<file path="src/rtl/updn_pkg.sv">
package updn_pkg;

    localparam int CNT_W = 4;
    localparam int BIN_TOP = (1 << CNT_W) - 1;
    localparam int DEC_TOP = 9;

    typedef logic [CNT_W-1:0] cnt_t;

    typedef enum logic [2:0] {
        OP_HOLD,
        OP_CLEAR,
        OP_LOAD,
        OP_INC,
        OP_DEC
    } cnt_op_e;

    typedef struct packed {
        logic lvl;
        logic rise;
    } clk_view_t;

    function automatic cnt_t top_value(input bit bcd);
        return bcd ? cnt_t'(DEC_TOP) : cnt_t'(BIN_TOP);
    endfunction

    function automatic cnt_t step_up(input cnt_t v, input bit bcd);
        if (bcd && (v == cnt_t'(DEC_TOP) || v == cnt_t'(BIN_TOP)))
            return '0;
        return v + cnt_t'(1);
    endfunction

    function automatic cnt_t step_dn(input cnt_t v, input bit bcd);
        if (v == '0)
            return top_value(bcd);
        return v - cnt_t'(1);
    endfunction

    function automatic cnt_op_e pick_op(input logic clr, input logic ld_n,
                                        input clk_view_t up, input clk_view_t dn);
        logic go_up, go_dn;
        go_up = up.rise & dn.lvl;
        go_dn = dn.rise & up.lvl;
        if (clr)
            return OP_CLEAR;
        if (!ld_n)
            return OP_LOAD;
        if (go_up && !go_dn)
            return OP_INC;
        if (go_dn && !go_up)
            return OP_DEC;
        return OP_HOLD;
    endfunction

endpackage

</file>
<file path="src/rtl/updn_edge_sync.sv">
module updn_edge_sync
    import updn_pkg::*;
#(
    parameter int STAGES = 2
) (
    input  logic      clk,
    input  logic      rst,
    input  logic      raw,
    output clk_view_t view
);

    localparam int LAST = STAGES - 1;

    logic [STAGES-1:0] chain;
    logic              prev;

    generate
        if (STAGES == 1) begin : g_single
            always_ff @(posedge clk) begin
                if (rst) chain <= '1;
                else     chain <= raw;
            end
        end else begin : g_multi
            always_ff @(posedge clk) begin
                if (rst) chain <= '1;
                else     chain <= {chain[STAGES-2:0], raw};
            end
        end
    endgenerate

    always_ff @(posedge clk) begin
        if (rst) prev <= 1'b1;
        else     prev <= chain[LAST];
    end

    always_comb begin
        view.lvl  = chain[LAST];
        view.rise = chain[LAST] & ~prev;
    end

endmodule

</file>
<file path="src/rtl/updn_count_core.sv">
module updn_count_core
    import updn_pkg::*;
#(
    parameter bit BCD_MODE = 1'b0
) (
    input  logic      clk,
    input  logic      rst,
    input  logic      clear,
    input  logic      load_n,
    input  cnt_t      jam,
    input  clk_view_t up,
    input  clk_view_t dn,
    output cnt_t      q
);

    cnt_op_e op;

    always_comb op = pick_op(clear, load_n, up, dn);

    always_ff @(posedge clk) begin
        if (rst) begin
            q <= '0;
        end else begin
            unique case (op)
                OP_CLEAR: q <= '0;
                OP_LOAD:  q <= jam;
                OP_INC:   q <= step_up(q, BCD_MODE);
                OP_DEC:   q <= step_dn(q, BCD_MODE);
                default:  q <= q;
            endcase
        end
    end

endmodule

</file>
<file path="src/rtl/updn_flag_gen.sv">
module updn_flag_gen
    import updn_pkg::*;
#(
    parameter bit BCD_MODE = 1'b0
) (
    input  logic up_lvl,
    input  logic dn_lvl,
    input  cnt_t q,
    output logic carry_n,
    output logic borrow_n
);

    localparam cnt_t TOP = top_value(BCD_MODE);

    always_comb begin
        carry_n  = ~(~up_lvl & (q == TOP));
        borrow_n = ~(~dn_lvl & (q == '0));
    end

endmodule

</file>
<file path="src/rtl/updown_dual_counter.sv">
module updown_dual_counter
    import updn_pkg::*;
#(
    parameter bit BCD_MODE    = 1'b0,
    parameter int SYNC_STAGES = 2
) (
    input  logic       clk,
    input  logic       rst,
    input  logic       up_clk,
    input  logic       dn_clk,
    input  logic       clear,
    input  logic       load_n,
    input  logic [3:0] jam,
    output logic [3:0] q,
    output logic       carry_n,
    output logic       borrow_n
);

    localparam int N_CLK = 2;

    logic [N_CLK-1:0] raw_clk;
    clk_view_t        views [N_CLK];
    cnt_t             cnt;

    assign raw_clk = {dn_clk, up_clk};

    generate
        for (genvar g = 0; g < N_CLK; g++) begin : g_sync
            updn_edge_sync #(.STAGES(SYNC_STAGES)) u_sync (
                .clk  (clk),
                .rst  (rst),
                .raw  (raw_clk[g]),
                .view (views[g])
            );
        end
    endgenerate

    updn_count_core #(.BCD_MODE(BCD_MODE)) u_core (
        .clk    (clk),
        .rst    (rst),
        .clear  (clear),
        .load_n (load_n),
        .jam    (cnt_t'(jam)),
        .up     (views[0]),
        .dn     (views[1]),
        .q      (cnt)
    );

    updn_flag_gen #(.BCD_MODE(BCD_MODE)) u_flags (
        .up_lvl   (views[0].lvl),
        .dn_lvl   (views[1].lvl),
        .q        (cnt),
        .carry_n  (carry_n),
        .borrow_n (borrow_n)
    );

    assign q = cnt;

endmodule

</file>
<file path="config.mk">
export PLATFORM = sky130hd
export DESIGN_NAME = updown_dual_counter
export DESIGN_NICKNAME = d
export VERILOG_FILES = /design/src/rtl/updn_pkg.sv /design/src/rtl/updn_edge_sync.sv /design/src/rtl/updn_count_core.sv /design/src/rtl/updn_flag_gen.sv /design/src/rtl/updown_dual_counter.sv
export SDC_FILE = /design/constraint.sdc
export NUM_CORES = 1
export LEC_CHECK = 0
export ABC_AREA = 0
export BUFFER_PORTS_ARGS = -buffer_cell sky130_fd_sc_hd__buf_2
export CORE_ASPECT_RATIO = 0.7
export CORE_UTILIZATION = 29
export DETAILED_ROUTE_END_ITERATION = 7
export HOLD_SLACK_MARGIN = 0.05
export PLACE_DENSITY = 0.53
export SETUP_SLACK_MARGIN = 0.2
export SLEW_MARGIN = 10
export SYNTH_ARGS = -nofsm -noshare
export SYNTH_HDL_FRONTEND = slang
export SYNTH_SLANG_ARGS = --single-unit
</file>
<file path="constraint.sdc">
create_clock -name clk -period 3.1 [get_ports clk]
set_input_delay 0.31 -clock clk [delete_from_list [all_inputs] [get_ports clk]]
set_output_delay 0.31 -clock clk [all_outputs]
set_load 0.02 [all_outputs]
</file>
Word level (Yosys, flattened, before mapping)
Cells that the tools add are included.

word-level totals
  bits in registers = 10
  logic and storage cells = 54

operators by class
  add/subtract/negate cells = 2
  eq/ne operators = 5
  mux-type cells = 24
  bitwise operators = 12
  reductions and logical operators = 6

operator list
  operator                                                                number
  3-bit 2-to-1 mux                                                        8
  4-bit one-hot mux with 4 select lines                                   1
  1-bit 2-to-1 mux                                                        13
  4-bit 2-to-1 mux                                                        2
  1-bit AND                                                               6
  3-bit by 2-bit equality test with 1-bit output (second input constant)  2
  1-bit NOT                                                               6
  4-bit by 1-bit adder with 4-bit output (second input constant)          1
  4-bit equality test (second input constant)                             1
  4-bit zero test                                                         1
  4-bit nonzero test                                                      1
  4-bit by 1-bit subtractor with 4-bit output (second input constant)     1
  3-bit by 1-bit equality test with 1-bit output (second input constant)  1
  3-bit equality test (second input constant)                             1
  1-bit logical AND                                                       2
  1-bit zero test                                                         2

Logic depth before layout (Yosys ltp)
Gate-level depths: netlist (run 1).

  word-level depth = 20
  gate-level depth with buffers = 6
  gate-level depth less buffers = 6

By module
From an unflattened synthesis (run 1), not the netlist that was laid out.

second synthesis, totals
  cells, all modules = 71
  area, all modules = 601.8 sq um

by module, submodules not included
  module           times used  cells each  area each (sq um)  seq. area each (sq um)
  updn_count_core  1           50          391.6              80.1
  updn_edge_sync   2           8           92.6               60.1
  updn_flag_gen    1           5           25.0               0.0

Least setup slack after synthesis (run 1)
No wires, ideal clock.

  path type = flip-flop to flip-flop
  start point = register u_core.q[0]
  end point = register u_core.q[2]
  library setup time = 0.075 ns
  data arrival time = 1.366 ns
  setup slack = 1.659 ns
  cell stages (with the launch flop) = 6
  path buffers = 0
  clock period less this slack = 1.441 ns
  cells stage by stage = dfxtp_1 -> inv_1 -> ha_1 -> nor3_1 -> o311ai_1 -> o22ai_1

between the ends
  longest elaborated chain between the ends = 6
  elaborated cells between the ends (all ways) = 8
  classes of those cells = add/sub (2); mux (5); reduce/logical (1)

RTL lines
  element                                    line                   source
  start: declaration                         updn_count_core.sv:13  output cnt_t q
  start signal: assignment                   updn_count_core.sv:26  OP_LOAD: q <= jam;
  start signal: assignment                   updn_count_core.sv:27  OP_INC: q <= step_up(q, BCD_MODE);
  start signal: assignment                   updn_count_core.sv:28  OP_DEC: q <= step_dn(q, BCD_MODE);
  4-bit zero test                            updn_pkg.sv:33         if (v == '0)
  1-bit 2-to-1 mux                           updn_pkg.sv:33
  1-bit 2-to-1 mux                           updn_count_core.sv:24  unique case (op)
  1-bit 2-to-1 mux                           updn_count_core.sv:21  if (rst) begin
  4-bit 2-to-1 mux                           updn_pkg.sv:35         return v - cnt_t'(1);
  4-bit one-hot mux with 4 select lines (*)  updn_count_core.sv:24

Mark *: on every way between the ends. The rest lies on a longest branch, timed or not. The select of a mux whose other input is x is not followed.
A chain may end at the register's enable or synchronous reset.

Final worst setup path (run 1)
  start point = register u_core.q[0]
  end point = output borrow_n

between the ends
  longest elaborated chain between the ends = 3

RTL lines
  element           line                       source
  4-bit zero test   updn_flag_gen.sv:17        borrow_n = ~(~dn_lvl & (q == '0));
  1-bit AND         updn_flag_gen.sv:17
  1-bit NOT         updn_flag_gen.sv:17
  end: declaration  updown_dual_counter.sv:16  output logic borrow_n

No other way between the ends.

==> out/results.ini, run 1 <==
[clock_network]
insertion_delay_ns=0.27
cts_resized=0
holdBufCountCts=0
cts_sinks=10
cts_tree=yes
cts_root_buffer=clkbuf_4
clk_pin_slew_worst_paths_ns=0.07
htreeDepth=1
postCtsSetupBuffers=0
cts.path.max_buffers=2
numCtsBuffers=3

[die]
fp.dieH_um=38.8
die_x_um=54.5
dieArea_um2=2120
start_util=0.330
rows=12
io_pins=16
coreArea_um2=1700

[synthesis]
netlist-cell-type-count=30
synth-compound-area-share=0.228
synth_fa_ha_area_frac=0.0446
synth-seq-area-share=0.357
ys_ff_latch=10
synthSimpleGateAreaFrac=0.292
synth-async-reset-ratio=0
synth_area_leaders=dfxtp_1, or2_2, a311oi_4
syn_area_um2=561
synth.most_common_cell=dfxtp_1
synth-xor-area-share=0.0313
synth_fp_nets=73
synthTopCellsByCount=dfxtp_1, inv_1, or2_2, nor3_1
yosysTopAreaCellShare=0.357
yosysWarningCount=0
synth_edf_count=0
syn_inst=61
synthFlopType=dfxtp_1
synth_mux_area_frac=0
avgSynthCellArea_um2=9.19
synth_top_area_cell=dfxtp_1
synth_top_family_by_area=simple AND/OR/NAND/NOR gates

[place]
dp.cells=96
numPortBuffers=15
place_area_um2=658
place.gp.congestion=0.854
dp_hpwl_um=961

[sta]
rsz0062_at_grt=false
drv_slew=0
setup-tns-final_ns=0
final_hold_viol_count=0
min_period_ns=1.60
max_freq_ghz=0.624
tightestPinTransition_ns=0.387
finalSetupViolations=0
post-route-period-util=0.517
timing.slew.headroom=0.742
whs_ns=0.222
fin_skew_ns=0.00650

[worst_setup_path]
rrSetupSlack_ns=1.64
critPathMaxStageDelay_ns=0.43
cp_max_fo=6
crit_path_end_kind=output pin
cp_data_required_time_ns=2.79
cp_slowest_cell=dfxtp_1
startpoint_type=flip-flop
path_cells=inv_1 > ha_1 > nand3b_1 > buf_2
crit_type=reg2out
arrival_ns=1.29

[final_layout]
num-fill-cells=185
fin_cells=100
n_antenna_cell=0
stdcell_area_um2=694
post-route-util=0.409
drive_above_1_share=0.380
syn_to_final_growth_pct=23.9
layout.nets=92

[pwr]
power.density_nw_per_um2=435
ir_worst_vdd_v=0.000259
p_leak_nw=0.272

[worst_hold_path]
min_path_type=in2reg

[job]
max-cap-violations=0

[routing]
routedWlPerCell_um=11.8
num_vias=496
dr.pass1.iters=2
finalWirelength_mm=1.18
viasPerCell=4.96
ant_nets=0
dr.first_iter.drc_count=6
drc=0

[global_route]
overflow=0
grt_pass1_vias=423
grt_antenna_before_repair=0
grt_max_degree=12
grt_pass1_wl_mm=1.84
grt_usage=0.132

[outcome]
status=complete, no violations

## final timing paths
check / depth (start not counted) / endpoint / from
hold / removal: 2 / g_sync[1].u_sync.chain[0]$_SDFF_PP1_ / dn_clk
setup / recovery: 4 / borrow_n / u_core.q[0]$_SDFFE_PP0P_
setup reg to reg: 5 / u_core.q[2]$_SDFFE_PP0P_ / u_core.q[0]$_SDFFE_PP0P_
hold reg to reg: 1 / g_sync[0].u_sync.chain[1]$_SDFF_PP1_ / g_sync[0].u_sync.chain[0]$_SDFF_PP1_
## cell families (layout without fill, tap and decap cells)
kind of cell | after synthesis | after routing
AOI/OAI and AO/OA | 15 | 15
and+or+nand+nor | 25 | 25
DFF | 10 | 10
xor gates and xnor gates | 2 | 2
adders and majority gates | 2 | 2
buffers and inverters | 7 | 25
## layout make-up
type	instances	area, um^2	area share
Timing Repair Buffer	15	75.1	0.108
Sequential cell	10	200	0.288
Tap cell	21	26.3	0.0378
Multi-Input combinational cell	44	334	0.481
Clock buffer	4	36.3	0.0523
Inverter	6	22.5	0.0324
## metal layers
| layer | up-vias | GRT usage | part of all wire |
|---|---|---|---|
| met5 | - | 0 | 0 |
| met4 | 0 | 0.0385 | 0.011 |
| met3 | 3 | 0.0706 | 0.062 |
| met2 | 12 | 0.195 | 0.42 |
| met1 | 220 | 0.162 | 0.51 |
| li1 | 261 | - | - |
## report_power, final
group | switching, W | internal [W] | total (W)
Sequential | 0.00000741 | 0.000134 | 0.000142
Clock | 0.0000466 | 0.0000714 | 0.000118
Combinational | 0.0000227 | 0.0000194 | 0.0000421
Total | 0.0000768 | 0.000225 | 0.000302
## through the flow
stage / setup slack (ns) / power, W
final: 1.50 / 0.000302
after global routing: 1.41 / 0.000319
after CTS: 1.48 / 0.000308
after detailed placement: 1.65 / 0.000187
after global placement: 1.66 / 0.000187
after floorplan: 1.66 / 0.000171
## state kept, by name (all words and copies together), names as in the netlist
| name | cells |
|---|---|
| g_sync.u_sync.prev | 2 |
| g_sync.u_sync.chain | 4 |
| u_core.q | 4 |
## critical path, delay by kind of cell (launching register included)
| family | cells | cell delay [ns] |
|---|---|---|
| adders and majority gates | 1 | 0.24 |
| buffers and inverters | 2 | 0.26 |
| DFF | 1 | 0.43 |
| and+or+nand+nor | 1 | 0.09 |
## cell usage in the layout (no fill, tap or decap), types with 2 or more instances in the layout
cell	netlist	routed
a31oi_1	2	2
a21oi_1	2	2
inv_1	6	6
clkbuf_4	0	3
or2_2	6	6
nor3_1	5	5
ha_1	2	2
o21ai_0	2	2
nand2_1	3	3
buf_2	0	15
nor2_1	3	3
dfxtp_1	10	10
Note: power is estimated with default switching activity, not from simulation.
==> inputs of run 2 (changes only) <==
==> constraint.sdc (replaced) <==
create_clock -name clk -period 1.63 [get_ports clk]
set_input_delay 0.163 -clock clk [delete_from_list [all_inputs] [get_ports clk]]
set_output_delay 0.163 -clock clk [all_outputs]
set_load 0.02 [all_outputs]
==> run 2 against run 1 <==
Net effect: via count increased by 4.6%; final cell count grew 1.0%; first-iteration DRC count rose by 67%; combinational power up 110%; sequential cell count is the same; utilization grew 2.4 points; routed wire length is 13% higher; sequential share of layout area is 0.60 points lower; largest power group unchanged.
==> out/results.ini, run 2 (same netlist as run 1, synthesis figures left out) <==
[die]
coreArea_um2=1700  ; unchanged
die_x_um=54.5  ; unchanged
start_util=0.330  ; unchanged
io_pins=16  ; unchanged
fp.dieH_um=38.8  ; unchanged
dieArea_um2=2120  ; unchanged
rows=12  ; unchanged

[final_layout]
layout_common_cells=buf_2, inv_1, or2_2, dfxtp_1
drive_above_1_share=0.475  ; +0.0953
fin_cells=101  ; +1.0%
syn_to_final_growth_pct=31.2
n_antenna_cell=0  ; unchanged
mostFrequentLayoutCell=buf_2
top_regs=g_sync.u_sync.chain: 4 flops, u_core.q: 4 flops, g_sync.u_sync.prev: 2 flops
layout.nets=93  ; +1.1%

[global_route]
grt_max_degree=12  ; unchanged
grt_usage=0.149  ; +0.0168
grt_pass1_vias=428  ; +1.2%
grt_antenna_before_repair=0  ; unchanged
grt_pass1_wl_mm=2.08  ; +13%
overflow=0  ; unchanged

[clock_network]
cts_sinks=10  ; unchanged
cts_tree=yes
cts_root_buffer=clkbuf_4
holdBufCountCts=0  ; unchanged
postCtsSetupBuffers=0  ; unchanged
htreeDepth=1  ; unchanged
clk_pin_slew_worst_paths_ns=0.07  ; about the same
numCtsBuffers=3  ; unchanged
cts.path.max_buffers=2  ; unchanged
insertion_delay_ns=0.27  ; about the same

[place]
place.gp.congestion=0.855  ; about the same
dp.cells=97  ; +1.0%
numPortBuffers=15  ; unchanged
place_worst_setup_slack_ns=0.209  ; -1.44 ns
dp_hpwl_mm=1.00  ; +4.6%

[worst_setup_path]
path_cells=xor2_2 > a311oi_4 > o311ai_1 > o22ai_1
cp_top_family=compound AO/OA/AOI/OAI gates
crit_path_end_kind=flip-flop
path_buf_inv=0  ; -2
crit_type=reg2reg
cp_max_fo=6  ; unchanged
cp_data_required_time_ns=1.82  ; -0.97 ns
cp_slowest_cell=a311oi_4
critPathMaxStageDelay_ns=0.45  ; +0.02 ns
startpoint_type=flip-flop
arrival_ns=1.60  ; +0.31 ns

[sta]
setup-tns-final_ns=0  ; unchanged
finalSetupViolations=0  ; unchanged
post-route-period-util=0.861
rsz0062_at_grt=true
timing.slew.headroom=0.724  ; -0.0183
fin_ws_ns=0.227  ; -1.27 ns
tightestPinTransition_ns=0.414  ; +0.0275 ns
drv_slew=0  ; unchanged
final_hold_viol_count=0  ; unchanged
fin_skew_ns=0.00459  ; -0.00191 ns
max_freq_ghz=0.713
min_period_ns=1.40
whs_ns=0.0716  ; -0.150 ns

[outcome]
status=complete, no violations

[pwr]
internal-power_w=0.000431  ; +92%
power.share.combinational=0.150  ; +0.011
ir_worst_vdd_v=0.000432  ; +67%
p_sw_w=0.000157  ; +100%
power.density_nw_per_um2=799  ; +84%
pwr-share-clk=0.391  ; about the same
p_leak_nw=0.283  ; +3.9%
switching_share=0.267  ; +0.0128
seq_power_share=0.459  ; -0.010

[routing]
num_vias=519  ; +4.6%
drc=0  ; unchanged
dr.first_iter.drc_count=10  ; +4
ant_nets=0  ; unchanged
dr.pass1.iters=4  ; +2
viasPerCell=5.14  ; +3.6%
finalWirelength_mm=1.33  ; +13%
routedWlPerCell_um=13.2  ; +11%

[job]
max-cap-violations=0  ; unchanged

[worst_hold_path]
min_path_type=in2reg

==> run 2: changes by cell type in the layout (fill, tap and decap cells not counted), sizes merged <==
cell / before / now
buf: 15 / 16
==> run 2: routing by layer <==
| layer | vias to the layer above | GRT usage | routed length [um] |
|---|---|---|---|
| met5 | - | 0 | 0 |
| met4 | 0 | 0.0385 | 8 |
| met3 | 2 | 0.0706 | 109 |
| met2 | 18 | 0.180 | 517 |
| met1 | 239 | 0.221 | 697 |
| li1 | 260 | - | - |
==> run 2: power by group through the flow <==
stage / Sequential, W / Clock (W) / Combinational (W)
2_1_floorplan: 0.000278 / 0 / 0.0000479
3_3_place_gp: 0.000275 / 0 / 0.0000838
3_5_place_dp: 0.000275 / 0 / 0.0000834
4_1_cts: 0.000269 / 0.000236 / 0.0000844
5_1_grt: 0.000272 / 0.000250 / 0.0000959
6_report: 0.000270 / 0.000230 / 0.0000880
==> run 2: path summary, 6_finish.rpt <==
path / end / slack, ns / from / cells after the start
setup / recovery: u_core.q[2]$_SDFFE_PP0P_ / 0.23 / g_sync[0].u_sync.prev$_SDFF_PP1_ / 4
hold / removal: g_sync[1].u_sync.chain[0]$_SDFF_PP1_ / 0.07 / dn_clk / 2
setup reg to reg: u_core.q[2]$_SDFFE_PP0P_ / 0.23 / g_sync[0].u_sync.prev$_SDFF_PP1_ / 4
hold reg to reg: g_sync[0].u_sync.chain[1]$_SDFF_PP1_ / 0.42 / g_sync[0].u_sync.chain[0]$_SDFF_PP1_ / 1
==> run 2: worst register-to-register path: stages, from the launching register on <==
cell and delay (ns):
dfxtp_2 0.36, xor2_2 0.19, a311oi_4 0.45, o311ai_1 0.17, o22ai_1 0.16
==> run 2: stage by stage <==
stage                     utilization  total power (W)  cell area, um^2
after floorplan                     -         0.000326              562
after detailed placement        0.393         0.000358              667
after global placement          0.393         0.000359              667
final                           0.434         0.000588              736
after global routing            0.434         0.000617              736
after CTS                       0.418         0.000590              709
==> run 2: timing repair <==
action                     CTS  global route
gates resized for setup      2             7
pin swaps                    0             2
setup endpoints to repair    2             5
==> run 2: cell type report <==
cell class	instances	area (um^2)
timing repair buffer	16	85.1
multi-input combinational	44	358
clock buffer	4	36.3
tap	21	26.3
inverter	6	22.5
sequential	10	208
fill	172	961
==> inputs of run 3 (changes only) <==
--- a/config.mk
+++ b/config.mk
@@ -10,7 +10,8 @@
 export CORE_ASPECT_RATIO = 0.7
 export CORE_UTILIZATION = 29
 export DETAILED_ROUTE_END_ITERATION = 7
-export HOLD_SLACK_MARGIN = 0.05
+export GPL_TIMING_DRIVEN = 0
+export HOLD_SLACK_MARGIN = 0.02
 export PLACE_DENSITY = 0.53
 export SETUP_SLACK_MARGIN = 0.2
 export SLEW_MARGIN = 10
==> run 3 against run 2 <==
Net effect: sequential power about the same; maximum frequency up 2.0%; sequential cell count unchanged; utilization down 0.30 points; critical path type unchanged; largest cell class unchanged.
==> out/results.ini, run 3 (same netlist as run 1, synthesis figures left out) <==
[job]
max-cap-violations=0  ; unchanged

[worst_setup_path]
cp_data_required_time_ns=1.77  ; -0.05 ns
crit_path_end_kind=flip-flop
startpoint_type=flip-flop
cp_max_fo=6  ; unchanged
crit_type=reg2reg
arrival_ns=1.52  ; -0.08 ns
r2r_cells=4  ; unchanged

[clock_network]
numCtsBuffers=3  ; unchanged
cts_root_buffer=clkbuf_4
htreeDepth=1  ; unchanged
cts.path.max_buffers=2  ; unchanged
clk_pin_slew_worst_paths_ns=0.07  ; about the same
insertion_delay_ns=0.26  ; about the same
cts_tree=yes
postCtsSetupBuffers=0  ; unchanged
cts_sinks=10  ; unchanged

[routing]
drc=0  ; unchanged
viasPerCell=5.10  ; -0.77%
dr.pass1.iters=4  ; unchanged
dr.first_iter.drc_count=7  ; -3
num_vias=515  ; -0.77%
finalWirelength_mm=1.24  ; -6.6%
ant_nets=0  ; unchanged
routedWlPerCell_um=12.3  ; -6.6%

[pwr]
power.share.combinational=0.147  ; -0.003
p_sw_w=0.000147  ; -6.3%
internal-power_w=0.000429  ; -0.32%
power.density_nw_per_um2=789  ; -1.2%
switching_share=0.255  ; -0.0118
ir_worst_vdd_v=0.000370  ; -14%
pwr-share-clk=0.384  ; -0.007
seq_power_share=0.469  ; +0.010
p_leak_nw=0.278  ; -1.9%

[die]
rows=12  ; unchanged
die_x_um=54.5  ; unchanged
coreArea_um2=1700  ; unchanged
dieArea_um2=2120  ; unchanged
fp.dieH_um=38.8  ; unchanged
io_pins=16  ; unchanged
start_util=0.330  ; unchanged

[place]
numPortBuffers=15  ; unchanged
dp_hpwl_um=925  ; -7.9%
place.gp.congestion=0.810  ; -5.3%

[final_layout]
top_regs=g_sync.u_sync.chain: 4 flops, u_core.q: 4 flops, g_sync.u_sync.prev: 2 flops
syn_to_final_growth_pct=30.4
num-fill-cells=181  ; +5.2%
layout.nets=93  ; unchanged
layout_common_cells=buf_2, inv_1, or2_2
drive_above_1_share=0.475  ; unchanged
mostFrequentLayoutCell=buf_2
n_antenna_cell=0  ; unchanged

[sta]
max_freq_ghz=0.727  ; +2.0%
rsz0062_at_grt=true
finalSetupViolations=0  ; unchanged
tightestPinTransition_ns=0.411  ; -0.00306 ns
min_period_ns=1.38  ; -0.0274 ns
fin_skew_ns=0.00479  ; +0.000197 ns
drv_slew=0  ; unchanged
post-route-period-util=0.844  ; -0.0168
timing.slew.headroom=0.726  ; +0.00204
setup-tns-final_ns=0  ; unchanged
whs_ns=0.0813  ; +0.00963 ns
final_hold_viol_count=0  ; unchanged

[global_route]
grt_antenna_before_repair=0  ; unchanged
grt_usage=0.141  ; -0.00739
overflow=0  ; unchanged
grt_pass1_wl_mm=1.99  ; -3.9%
grt_max_degree=11  ; -1
grt_pass1_vias=424  ; -0.93%

[worst_hold_path]
min_path_type=in2reg
whs_path_depth=2  ; unchanged

[outcome]
status=complete, no violations

run 3: cell count changes in the layout (fill, tap and decap cells not counted):
cell      previous run  this run
buf_4                2         0
dfxtp_1              6         5
buf_2               14        15
dfxtp_2              3         4
clkbuf_1             0         1
run 3: timing repair:
action / 4_1_cts / 5_1_grt
pin swaps: 1 / 4
hold buffers: 0 / 0
setup endpoints to repair: 1 / 6
gates resized for setup: 2 / 7
run 3: final cells by class:
| class | count | area, um^2 | area share |
|---|---|---|---|
| Tap cell | 21 | 26.3 | 0.0360 |
| Buffer | 1 | 3.75 | 0.00514 |
| Sequential cell | 10 | 209 | 0.286 |
| Clock buffer | 4 | 36.3 | 0.0497 |
| Timing Repair Buffer | 15 | 75.1 | 0.103 |
| Inverter | 6 | 22.5 | 0.0308 |
| Multi-Input combinational cell | 44 | 358 | 0.490 |
run 3: final timing paths:
check / to / slack (ns) / startpoint
max: u_core.q[2]$_SDFFE_PP0P_ / 0.25 / g_sync[1].u_sync.prev$_SDFF_PP1_
min: g_sync[0].u_sync.chain[0]$_SDFF_PP1_ / 0.08 / up_clk
max reg2reg: u_core.q[2]$_SDFFE_PP0P_ / 0.25 / g_sync[1].u_sync.prev$_SDFF_PP1_
min reg2reg: g_sync[0].u_sync.chain[1]$_SDFF_PP1_ / 0.41 / g_sync[0].u_sync.chain[0]$_SDFF_PP1_
run 3: routing by layer:
metal | track usage | vias up | share of wire
met5 | 0 | - | 0
met4 | 0.0769 | 0 | 0.011
met3 | 0.0235 | 4 | 0.063
met2 | 0.159 | 17 | 0.38
met1 | 0.231 | 236 | 0.54
li1 | - | 258 | -
run 3: power by group through the flow:
stage	sequential (W)	clock [W]	combinational, W
global route	0.000272	0.000243	0.0000937
finish	0.000271	0.000221	0.0000848
global placement	0.000275	0	0.0000816
floorplan	0.000278	0	0.0000479
detailed placement	0.000275	0	0.0000817
CTS	0.000270	0.000229	0.0000833
run 3: critical path, stage by stage (launching register included):
cell and delay, ns:
dfxtp_1 0.41, xor2_2 0.20, a311oi_4 0.16, a2111oi_2 0.36, o22ai_1 0.13
run 3: metrics by stage:
step                      setup slack [ns]  power [W]  area [um^2]   util  instances
after global placement               0.194   0.000357          663  0.391         97
final                                0.254   0.000577          731  0.431        101
after floorplan                      0.234   0.000326          562      -         61
after global routing                 0.186   0.000608          731  0.431        101
after CTS                            0.205   0.000582          713  0.420        101
after detailed placement             0.194   0.000356          663  0.391         97
